`src/rtl/adc_ro_pkg.sv`:
```
package adc_ro_pkg;
  localparam int RO_RES_W = 16;
  localparam int RO_DCLK_DIV = 8;

  typedef enum logic {
    CODE_TWOS     = 1'b0,
    CODE_STRAIGHT = 1'b1
  } code_e;
endpackage

```
`src/rtl/adc_ro_event.sv`:
```
// Turns the select pins into convert and read events.
module adc_ro_event (
  input  logic clk,
  input  logic rst,
  input  logic cs_n,
  input  logic rd_conv,
  output logic conv_evt,
  output logic read_evt,
  output logic read_win
);
  logic cs_q, rd_q;
  logic gate_now, gate_prev, win_prev;

  always_ff @(posedge clk) begin
    if (rst) begin
      cs_q <= 1'b1;
      rd_q <= 1'b1;
    end else begin
      cs_q <= cs_n;
      rd_q <= rd_conv;
    end
  end

  always_comb begin
    gate_now  = cs_n | rd_conv;
    gate_prev = cs_q | rd_q;
    read_win  = ~cs_n & rd_conv;
    win_prev  = ~cs_q & rd_q;
    conv_evt  = gate_prev & ~gate_now;
    read_evt  = read_win & ~win_prev;
  end
endmodule

```
`src/rtl/adc_ro_conv.sv`:
```
// Busy tracking, convert request and result latch.
module adc_ro_conv #(
  parameter int W = 16
) (
  input  logic         clk,
  input  logic         rst,
  input  logic         conv_evt,
  input  logic         conv_done,
  input  logic [W-1:0] conv_result,
  output logic         accept,
  output logic         conv_start,
  output logic         busy,
  output logic [W-1:0] held
);
  assign accept = conv_evt & ~busy;

  always_ff @(posedge clk) begin
    if (rst) begin
      conv_start <= 1'b0;
      busy       <= 1'b0;
      held       <= '0;
    end else begin
      conv_start <= accept;
      if (accept) begin
        busy <= 1'b1;
      end else if (busy && conv_done) begin
        busy <= 1'b0;
        held <= conv_result;
      end
    end
  end
endmodule

```
`src/rtl/adc_ro_shift.sv`:
```
// Serial transmitter for both clocking modes.
module adc_ro_shift #(
  parameter int W   = 16,
  parameter int DIV = 8
) (
  input  logic         clk,
  input  logic         rst,
  input  logic         mode_ext,
  input  logic         int_start,
  input  logic         ext_start,
  input  logic         ext_window,
  input  logic         dclk_in,
  input  logic [W-1:0] word,
  input  logic         tag_in,
  output logic         sdata,
  output logic         dclk_out,
  output logic         sync
);
  localparam int PW = (DIV > 1) ? $clog2(DIV) : 1;
  localparam int BW = (W > 1) ? $clog2(W) : 1;
  localparam logic [PW-1:0] PH_HI   = PW'(DIV / 4);
  localparam logic [PW-1:0] PH_LO   = PW'(3 * (DIV / 4));
  localparam logic [PW-1:0] PH_LAST = PW'(DIV - 1);
  localparam logic [BW-1:0] BIT_LAST = BW'(W - 1);

  logic [2:0]    ds;
  logic          d_rise;
  logic [W-1:0]  sreg;
  logic [BW-1:0] bitcnt;
  logic [PW-1:0] ph;
  logic          tx_int, tx_ext, first, tag_hold;

  assign d_rise = ds[1] & ~ds[2];

  always_ff @(posedge clk) begin
    if (rst) ds <= '0;
    else     ds <= {ds[1:0], dclk_in};
  end

  always_ff @(posedge clk) begin
    if (rst) begin
      sreg     <= '0;
      bitcnt   <= '0;
      ph       <= '0;
      tx_int   <= 1'b0;
      tx_ext   <= 1'b0;
      first    <= 1'b0;
      tag_hold <= 1'b0;
      sdata    <= 1'b0;
      dclk_out <= 1'b0;
      sync     <= 1'b0;
    end else if (int_start) begin
      sreg     <= {word[W-2:0], 1'b0};
      sdata    <= word[W-1];
      tag_hold <= tag_in;
      bitcnt   <= '0;
      ph       <= PW'(1);
      tx_int   <= 1'b1;
      tx_ext   <= 1'b0;
      dclk_out <= 1'b0;
      sync     <= 1'b0;
    end else if (ext_start) begin
      sreg     <= word;
      first    <= 1'b1;
      tx_ext   <= 1'b1;
      tx_int   <= 1'b0;
      dclk_out <= 1'b0;
      sync     <= 1'b0;
    end else begin
      if (tx_int) begin
        ph <= (ph == PH_LAST) ? '0 : ph + PW'(1);
        if (ph == PH_HI)      dclk_out <= 1'b1;
        else if (ph == PH_LO) dclk_out <= 1'b0;
        if (ph == PH_LAST) begin
          if (bitcnt == BIT_LAST) begin
            tx_int <= 1'b0;
            sdata  <= tag_hold;
          end else begin
            bitcnt <= bitcnt + BW'(1);
            sdata  <= sreg[W-1];
            sreg   <= {sreg[W-2:0], 1'b0};
          end
        end
      end
      if (tx_ext) begin
        if (!ext_window || !mode_ext) begin
          tx_ext <= 1'b0;
          sync   <= 1'b0;
        end else if (d_rise) begin
          sdata <= sreg[W-1];
          sreg  <= {sreg[W-2:0], tag_in};
          sync  <= first;
          first <= 1'b0;
        end
      end
    end
  end
endmodule

```
`src/rtl/adc_serial_readout.sv`:
```
module adc_serial_readout
  import adc_ro_pkg::*;
#(
  parameter int W   = RO_RES_W,
  parameter int DIV = RO_DCLK_DIV
) (
  input  logic         clk,
  input  logic         rst,
  input  logic         cs_n,
  input  logic         rd_conv,
  input  logic         mode_ext,
  input  logic         fmt_sb,
  input  logic         tag_in,
  input  logic         dclk_in,
  input  logic         conv_done,
  input  logic [W-1:0] conv_result,
  input  logic         fault_in,
  input  logic         bist_force,
  output logic         conv_start,
  output logic         busy,
  output logic         sdata,
  output logic         dclk_out,
  output logic         sync,
  output logic         status
);
  logic         conv_evt, read_evt, read_win, accept;
  logic [W-1:0] held, coded;
  code_e        code_sel;

  adc_ro_event u_event (
    .clk(clk), .rst(rst), .cs_n(cs_n), .rd_conv(rd_conv),
    .conv_evt(conv_evt), .read_evt(read_evt), .read_win(read_win)
  );

  adc_ro_conv #(.W(W)) u_conv (
    .clk(clk), .rst(rst), .conv_evt(conv_evt), .conv_done(conv_done),
    .conv_result(conv_result), .accept(accept), .conv_start(conv_start),
    .busy(busy), .held(held)
  );

  always_comb begin
    code_sel = code_e'(fmt_sb);
    coded    = held;
    if (code_sel == CODE_STRAIGHT) coded[W-1] = ~held[W-1];
  end

  adc_ro_shift #(.W(W), .DIV(DIV)) u_shift (
    .clk(clk), .rst(rst), .mode_ext(mode_ext),
    .int_start(accept & ~mode_ext), .ext_start(read_evt & mode_ext),
    .ext_window(read_win), .dclk_in(dclk_in), .word(coded), .tag_in(tag_in),
    .sdata(sdata), .dclk_out(dclk_out), .sync(sync)
  );

  always_ff @(posedge clk) begin
    if (rst) status <= 1'b0;
    else     status <= fault_in | bist_force;
  end
endmodule

```
`config.mk`:
```
export PLATFORM = sky130hd
export DESIGN_NAME = adc_serial_readout
export DESIGN_NICKNAME = d
export VERILOG_FILES = /design/src/rtl/adc_ro_pkg.sv /design/src/rtl/adc_ro_event.sv /design/src/rtl/adc_ro_conv.sv /design/src/rtl/adc_ro_shift.sv /design/src/rtl/adc_serial_readout.sv
export SDC_FILE = /design/constraint.sdc
export NUM_CORES = 1
export LEC_CHECK = 0
export CAP_MARGIN = 40
export CORE_MARGIN = 4
export CORE_UTILIZATION = 49
export DETAILED_ROUTE_END_ITERATION = 8
export PLACE_DENSITY = 0.75
export SLEW_MARGIN = 40
export SYNTH_ARGS = -nofsm -noshare
export SYNTH_HDL_FRONTEND = slang
export SYNTH_SLANG_ARGS = --single-unit
```
`constraint.sdc`:
```
create_clock -name clk -period 1.6 [get_ports clk]
set_input_delay 0.16 -clock clk [delete_from_list [all_inputs] [get_ports clk]]
set_output_delay 0.16 -clock clk [all_outputs]
set_load 0.01 [all_outputs]
```
==> results of run 1 <==
-- registers in the layout (all words and copies together), names as in the netlist, 3 cells and up --
| signal | count |
|---|---|
| u_shift.ph | 3 |
| u_shift.bitcnt | 4 |
| u_shift.sreg | 16 |
| u_shift.ds | 3 |
| u_conv.held | 16 |
-- through the flow --
step	setup slack, ps	total power [mW]	utilization (%)
global route	-35.2	2.64	66.5
global placement	-139	1.78	63.0
CTS	9.52	2.53	64.7
floorplan	12.1	1.64	-
finish	29.6	2.52	66.5
detailed placement	-219	1.79	63.0
-- power by group --
part	leakage, nW	internal (mW)	switching (mW)
Sequential	0.440	1.39	0.0316
Combinational	0.638	0.185	0.157
Clock	0.0444	0.303	0.451
Total	1.12	1.88	0.641
-- worst paths after layout --
path                     end  slack [ps]  depth (start not counted)
max          u_shift.sreg[2]          30                          7
min           u_conv.held[8]         380                          3
max reg2reg  u_shift.sreg[2]          30                          7
min reg2reg    u_shift.ds[1]         470                          1
-- area by class of cell --
| cell class | instances | share of cell area (%) |
|---|---|---|
| Inverter | 16 | 1.86 |
| Timing Repair Buffer | 57 | 18.2 |
| Clock buffer | 5 | 2.14 |
| Clock inverter | 2 | 0.427 |
| Multi-Input combinational cell | 192 | 41.1 |
| Sequential cell | 54 | 33.6 |
| Tap cell | 67 | 2.60 |
-- worst max-delay path, stage by stage, from the launching register on --
cell and delay (ps):
dfxtp_2 350, ha_4 160, ha_4 150, and2_4 160
a2bb2oi_4 210, clkbuf_16 200, nor3_2 40, o32ai_1 220
-- logic make-up after synthesis --
| logic type | Yosys count | synth area share, % |
|---|---|---|
| muxes | 3 | 1.19 |
| DFF | 54 | 42.8 |
| buffers and inverters | 34 | 7.09 |
| and+or+nand+nor | 109 | 22.2 |
| xor gates and xnor gates | 2 | 0.694 |
| adders and majority gates | 4 | 1.98 |
| AOI/OAI and AO/OA | 74 | 24.0 |
-- what timing repair did --
item / in CTS / in global routing
pin swaps: 1 / 16
gates resized for setup: 0 / 11
gates cloned: 0 / 1
setup endpoints to repair: 1 / 18
-- placed cells by master (no fill, tap or decap), types with 10 or more instances in the layout --
cell type / n
o21ai_1: 16
nand2_1: 36
inv_1: 16
nor3_1: 25
nor2_1: 13
a21oi_1: 23
dfxtp_1: 52
buf_4: 19
o32ai_2: 10
clkdlybuf4s50_1: 32
-- per-layer routing --
| layer | global-route usage, % | routed length [um] | part of all wire (%) |
|---|---|---|---|
| met5 | 0 | 0 | 0 |
| met4 | 7.09 | 82 | 1.5 |
| met3 | 3.95 | 219 | 3.9 |
| met2 | 31.1 | 2610 | 47 |
| met1 | 24.8 | 2700 | 48 |
==> impl_metrics.ini, run 1 <==
[route]
drt_wl_total_um = 5620
drtIter0Drc = 119
vias_per_cell = 5.32
drtPass1Iterations = 4
route.vias.total = 2091
drc = 0
routedWlPerCell_um = 14.3
ant_nets = 0

[clock_tree]
clock_latency_ps = 320
cts_setup_buffers = 0
cts_hold_buf = 0
clock-sinks = 54
cts_buffers = 5
clockRootBuffer = clkbuf_8
cts_tree = yes
cts.clk_slew.worst_paths_ps = 100
h-tree-depth = 2
clockBufferDepth = 2

[yosys]
synth_top_area_cell = dfxtp_1
syn_nets = 311
synth_edf_count = 0
netlist_instances = 280
ys_top_cells_by_count = 54 x dfxtp_1, 36 x nand2_1, 26 x nor3_1, 24 x a21oi_1
ys.flop_type = dfxtp_1
synth.distinct_cells = 49
synth_top_area_share_pct = 42.8
synth.avg_cell_area_um2 = 9.01
ys_warn_count = 0
async_flop_share_pct = 0
ys_seq_elements = 54
syn-cell-area_um2 = 2520
seq_area_frac_synth_pct = 42.8
synth.area.top_cells = dfxtp_1 43%, o32ai_2 5.8%, nand2_1 5.4%
yosysMostFrequentCell = dfxtp_1

[worst_setup_path]
cp-startpoint = u_shift.ph[1]
path_class = reg -> reg
crit_arrival_ps = 1800
critPathMaxFanout = 8
critPathCaptureType = flop
critPathLaunchType = flop
cp.required_ps = 1830
r2r-start = u_shift.ph[1]

[global_route]
gr-usage-all-layers_pct = 19.1
globalRouteOverflowTotal = 0
grt_pass1_vias = 2025
grt_pass1_wl_um = 9500
antenna_found_initial = 0
grt_max_degree = 28

[sta]
slew_headroom_pct = 66.0
report.final.slew_viol_count = 0
max_freq_mhz = 637
final.setup_skew_ps = 9.96
setup_viol = 0
tightestPinTransition_ps = 508
setup_tns_ps = 0
period_minus_slack_ps = 1570
rsz0062_at_grt = yes
whs_ps = 376
fin_crit_sh_pct = 98.1
finalHoldViolations = 0

[worst_hold_path]
worstHoldStart = conv_result[8]
hp-class = in -> reg

[place]
placed_cell_area_um2 = 3060
globalplace.congestion = 0.758
dpl.hpwl_um = 3990
io_buffers = 32
post-place-cells = 385

[layout]
ff_latch_area_um2 = 1080
multiInputGateArea_um2 = 1330
drive_gt1_share_pct = 20.6
area_growth_pct = 27.7
n_fill_cell = 409
stdcell_area_um2 = 3220
finish.net_count = 357
num_antenna_cells = 0
finalNonFillerCells = 393

[die]
die_h_um = 79.8
rows = 25
core_area_um2 = 4850
ios = 33
initial_core_util_pct = 52.1
dieArea_um2 = 6360
die_x_um = 79.8

[power_and_ir_drop]
vdd_ir_drop_max_v = 0.000557
p_per_area_nw_per_um2 = 782
leakage_nw = 1.12

[run_status]
status = finished, final reports clean

[job]
drv_cap = 0
(Power assumes the default switching activity.)
==> run 2, diff against run 1 <==
--- a/config.mk
+++ b/config.mk
@@ -5,8 +5,7 @@
 export SDC_FILE = /design/constraint.sdc
 export NUM_CORES = 1
 export LEC_CHECK = 0
-export CAP_MARGIN = 40
-export CORE_MARGIN = 4
+export CORE_MARGIN = 1
 export CORE_UTILIZATION = 49
 export DETAILED_ROUTE_END_ITERATION = 8
 export PLACE_DENSITY = 0.75
==> run 2 against run 1 <==
Net effect:
- worst hold slack better by 11 ps
- fmax fell by 1.1%
- clock-buffer cell count is 3 higher
- register-to-register slack lost 20 ps
- clock skew fell by 6.4 ps
- critical path depth unchanged
- sequential power is essentially flat
- non-clock buffer count up 2
- cell area rose by 0.85%
- power increased by 4.6%
==> impl_metrics.ini, run 2 (synthesis results as in run 1) <==
[power_and_ir_drop]
p_seq_share_pct = 54.0
p_int_mw = 2.01
vdd_ir_drop_max_v = 0.000532
p_comb_share_pct = 12.9
p_per_area_nw_per_um2 = 811
switching_power_mw = 0.627
p_clk_share_pct = 33.1
switching_share_pct = 23.8
leakage_nw = 1.14

[worst_setup_path]
critPathLaunchType = flop
crit_chain = ha_4 > ha_4 > and2_4 > buf_4 > nor3b_1 > o21a_1 > o32ai_2
critPathMaxFanout = 3
path_class = reg -> reg
crit_arrival_ps = 1820
slowest_stage = dfxtp_2
path_common_cell = ha_4
critPathCaptureType = flop
cp.required_ps = 1830
slowest_delay_ps = 350

[layout]
area_growth_pct = 28.8
finalNonFillerCells = 396
layout_common_cells = 52 x dfxtp_1, 36 x nand2_1, 32 x clkdlybuf4s50_1
multiInputGateArea_um2 = 1330
finish.net_count = 359
stdcell_area_um2 = 3250
drive_gt1_share_pct = 21.6
final_common_cell = dfxtp_1
n_fill_cell = 395
num_antenna_cells = 0
ff_latch_area_um2 = 1080
largest_registers = u_conv.held: 16 flops, u_shift.sreg: 16 flops, u_shift.bitcnt: 4 flops
utilization_pct = 67.0

[route]
drt_wl_total_um = 5630
route.vias.total = 2146
routedWlPerCell_um = 14.2
vias_per_cell = 5.42
drc = 0
drtIter0Drc = 117
ant_nets = 0
drtPass1Iterations = 4

[sta]
finalHoldViolations = 0
rsz0062_at_grt = yes
setup_tns_ps = 0
setup_viol = 0
fin_crit_sh_pct = 99.3
final.setup_skew_ps = 3.60
slew_headroom_pct = 65.4
tightestPinTransition_ps = 518
max_freq_mhz = 630
layout_setup_ws_ps = 11.5
period_minus_slack_ps = 1590
report.final.slew_viol_count = 0

[global_route]
antenna_found_initial = 0
grt_max_degree = 30
gr-usage-all-layers_pct = 21.4
grt_pass1_vias = 2050
grt_pass1_wl_um = 8980
globalRouteOverflowTotal = 0

[clock_tree]
h-tree-depth = 2
clockRootBuffer = clkbuf_8
cts.clk_slew.worst_paths_ps = 90
cts_tree = yes
clock-sinks = 54
cts_hold_buf = 0
clock_latency_ps = 310
cts_buffers = 5
clockBufferDepth = 2

[die]
die_h_um = 73.8
dieArea_um2 = 5440
core_area_um2 = 4850
initial_core_util_pct = 52.1
die_x_um = 73.8
rows = 25
ios = 33

[place]
io_buffers = 32
globalplace.congestion = 0.753
placed_cell_area_um2 = 3020
dp_slack_ps = -190
post-place-cells = 385
dpl.hpwl_um = 3710

[job]
drv_cap = 0

[run_status]
status = finished, final reports clean

[worst_hold_path]
hp-class = in -> reg
[run 2: changes by cell type in the layout (fill, tap and decap cells not counted), moves of 2 or more]
cell / delta
nor3_1: -2
clkbuf_8: +3
buf_12: -2
buf_4: +3
nor3_2: +2
[run 2: cell type report]
class                      instances  area share [%]
timing repair buffer              59            17.9
sequential                        54            33.3
inverter                          16            1.85
clock buffer                       8            3.39
tap                               67            2.58
multi-input combinational        192            41.0
[run 2: routing by layer]
layer,global-route usage [%],part of all wire (%),vias to the layer above
met3,3.70,5.5,9
li1,-,-,1079
met2,37.6,48,67
met1,26.9,45,991
met5,0,0,-
met4,5.77,1.3,0
[run 2: worst max-delay path: cells and delay by family, from the launching register on]
kind | cells | cell delay [ps]
compound gates | 2 | 410
fa+ha+maj | 2 | 320
buf+inv | 1 | 140
flops | 1 | 350
simple gates | 2 | 300
[run 2: path summary, 6_finish.rpt]
kind	from	end	slack, ps	cells after the start
worst max-delay path	u_shift.ph[1]	u_shift.sdata	10	7
worst min register to register	u_shift.ds[0]	u_shift.ds[1]	460	1
worst max register to register	u_shift.ph[1]	u_shift.sdata	10	7
worst min-delay path	conv_result[14]	u_conv.held[14]	390	3
[run 2: timing repair]
action | 4_1_cts | 5_1_grt
setup endpoints to repair | 16 | 17
hold endpoints to repair | 0 | 0
gates cloned | 0 | 1
pin swaps | 2 | 18
setup buffers | 2 | 0
gates resized for setup | 1 | 11
[run 2: metrics by stage]
step                power (mW)  hold WS [ps]
finish                    2.64           387
global route              2.73           393
CTS                       2.63           390
detailed placement        1.78           447
global placement          1.77           439
floorplan                 1.64           267
[run 2: power by group through the flow]
stage	logic [mW]	clock network, mW	registers, mW
after floorplan	0.189	0	1.45
after global placement	0.322	0	1.45
after detailed placement	0.329	0	1.45
after CTS	0.331	0.879	1.42
after global routing	0.370	0.930	1.43
final	0.339	0.874	1.42
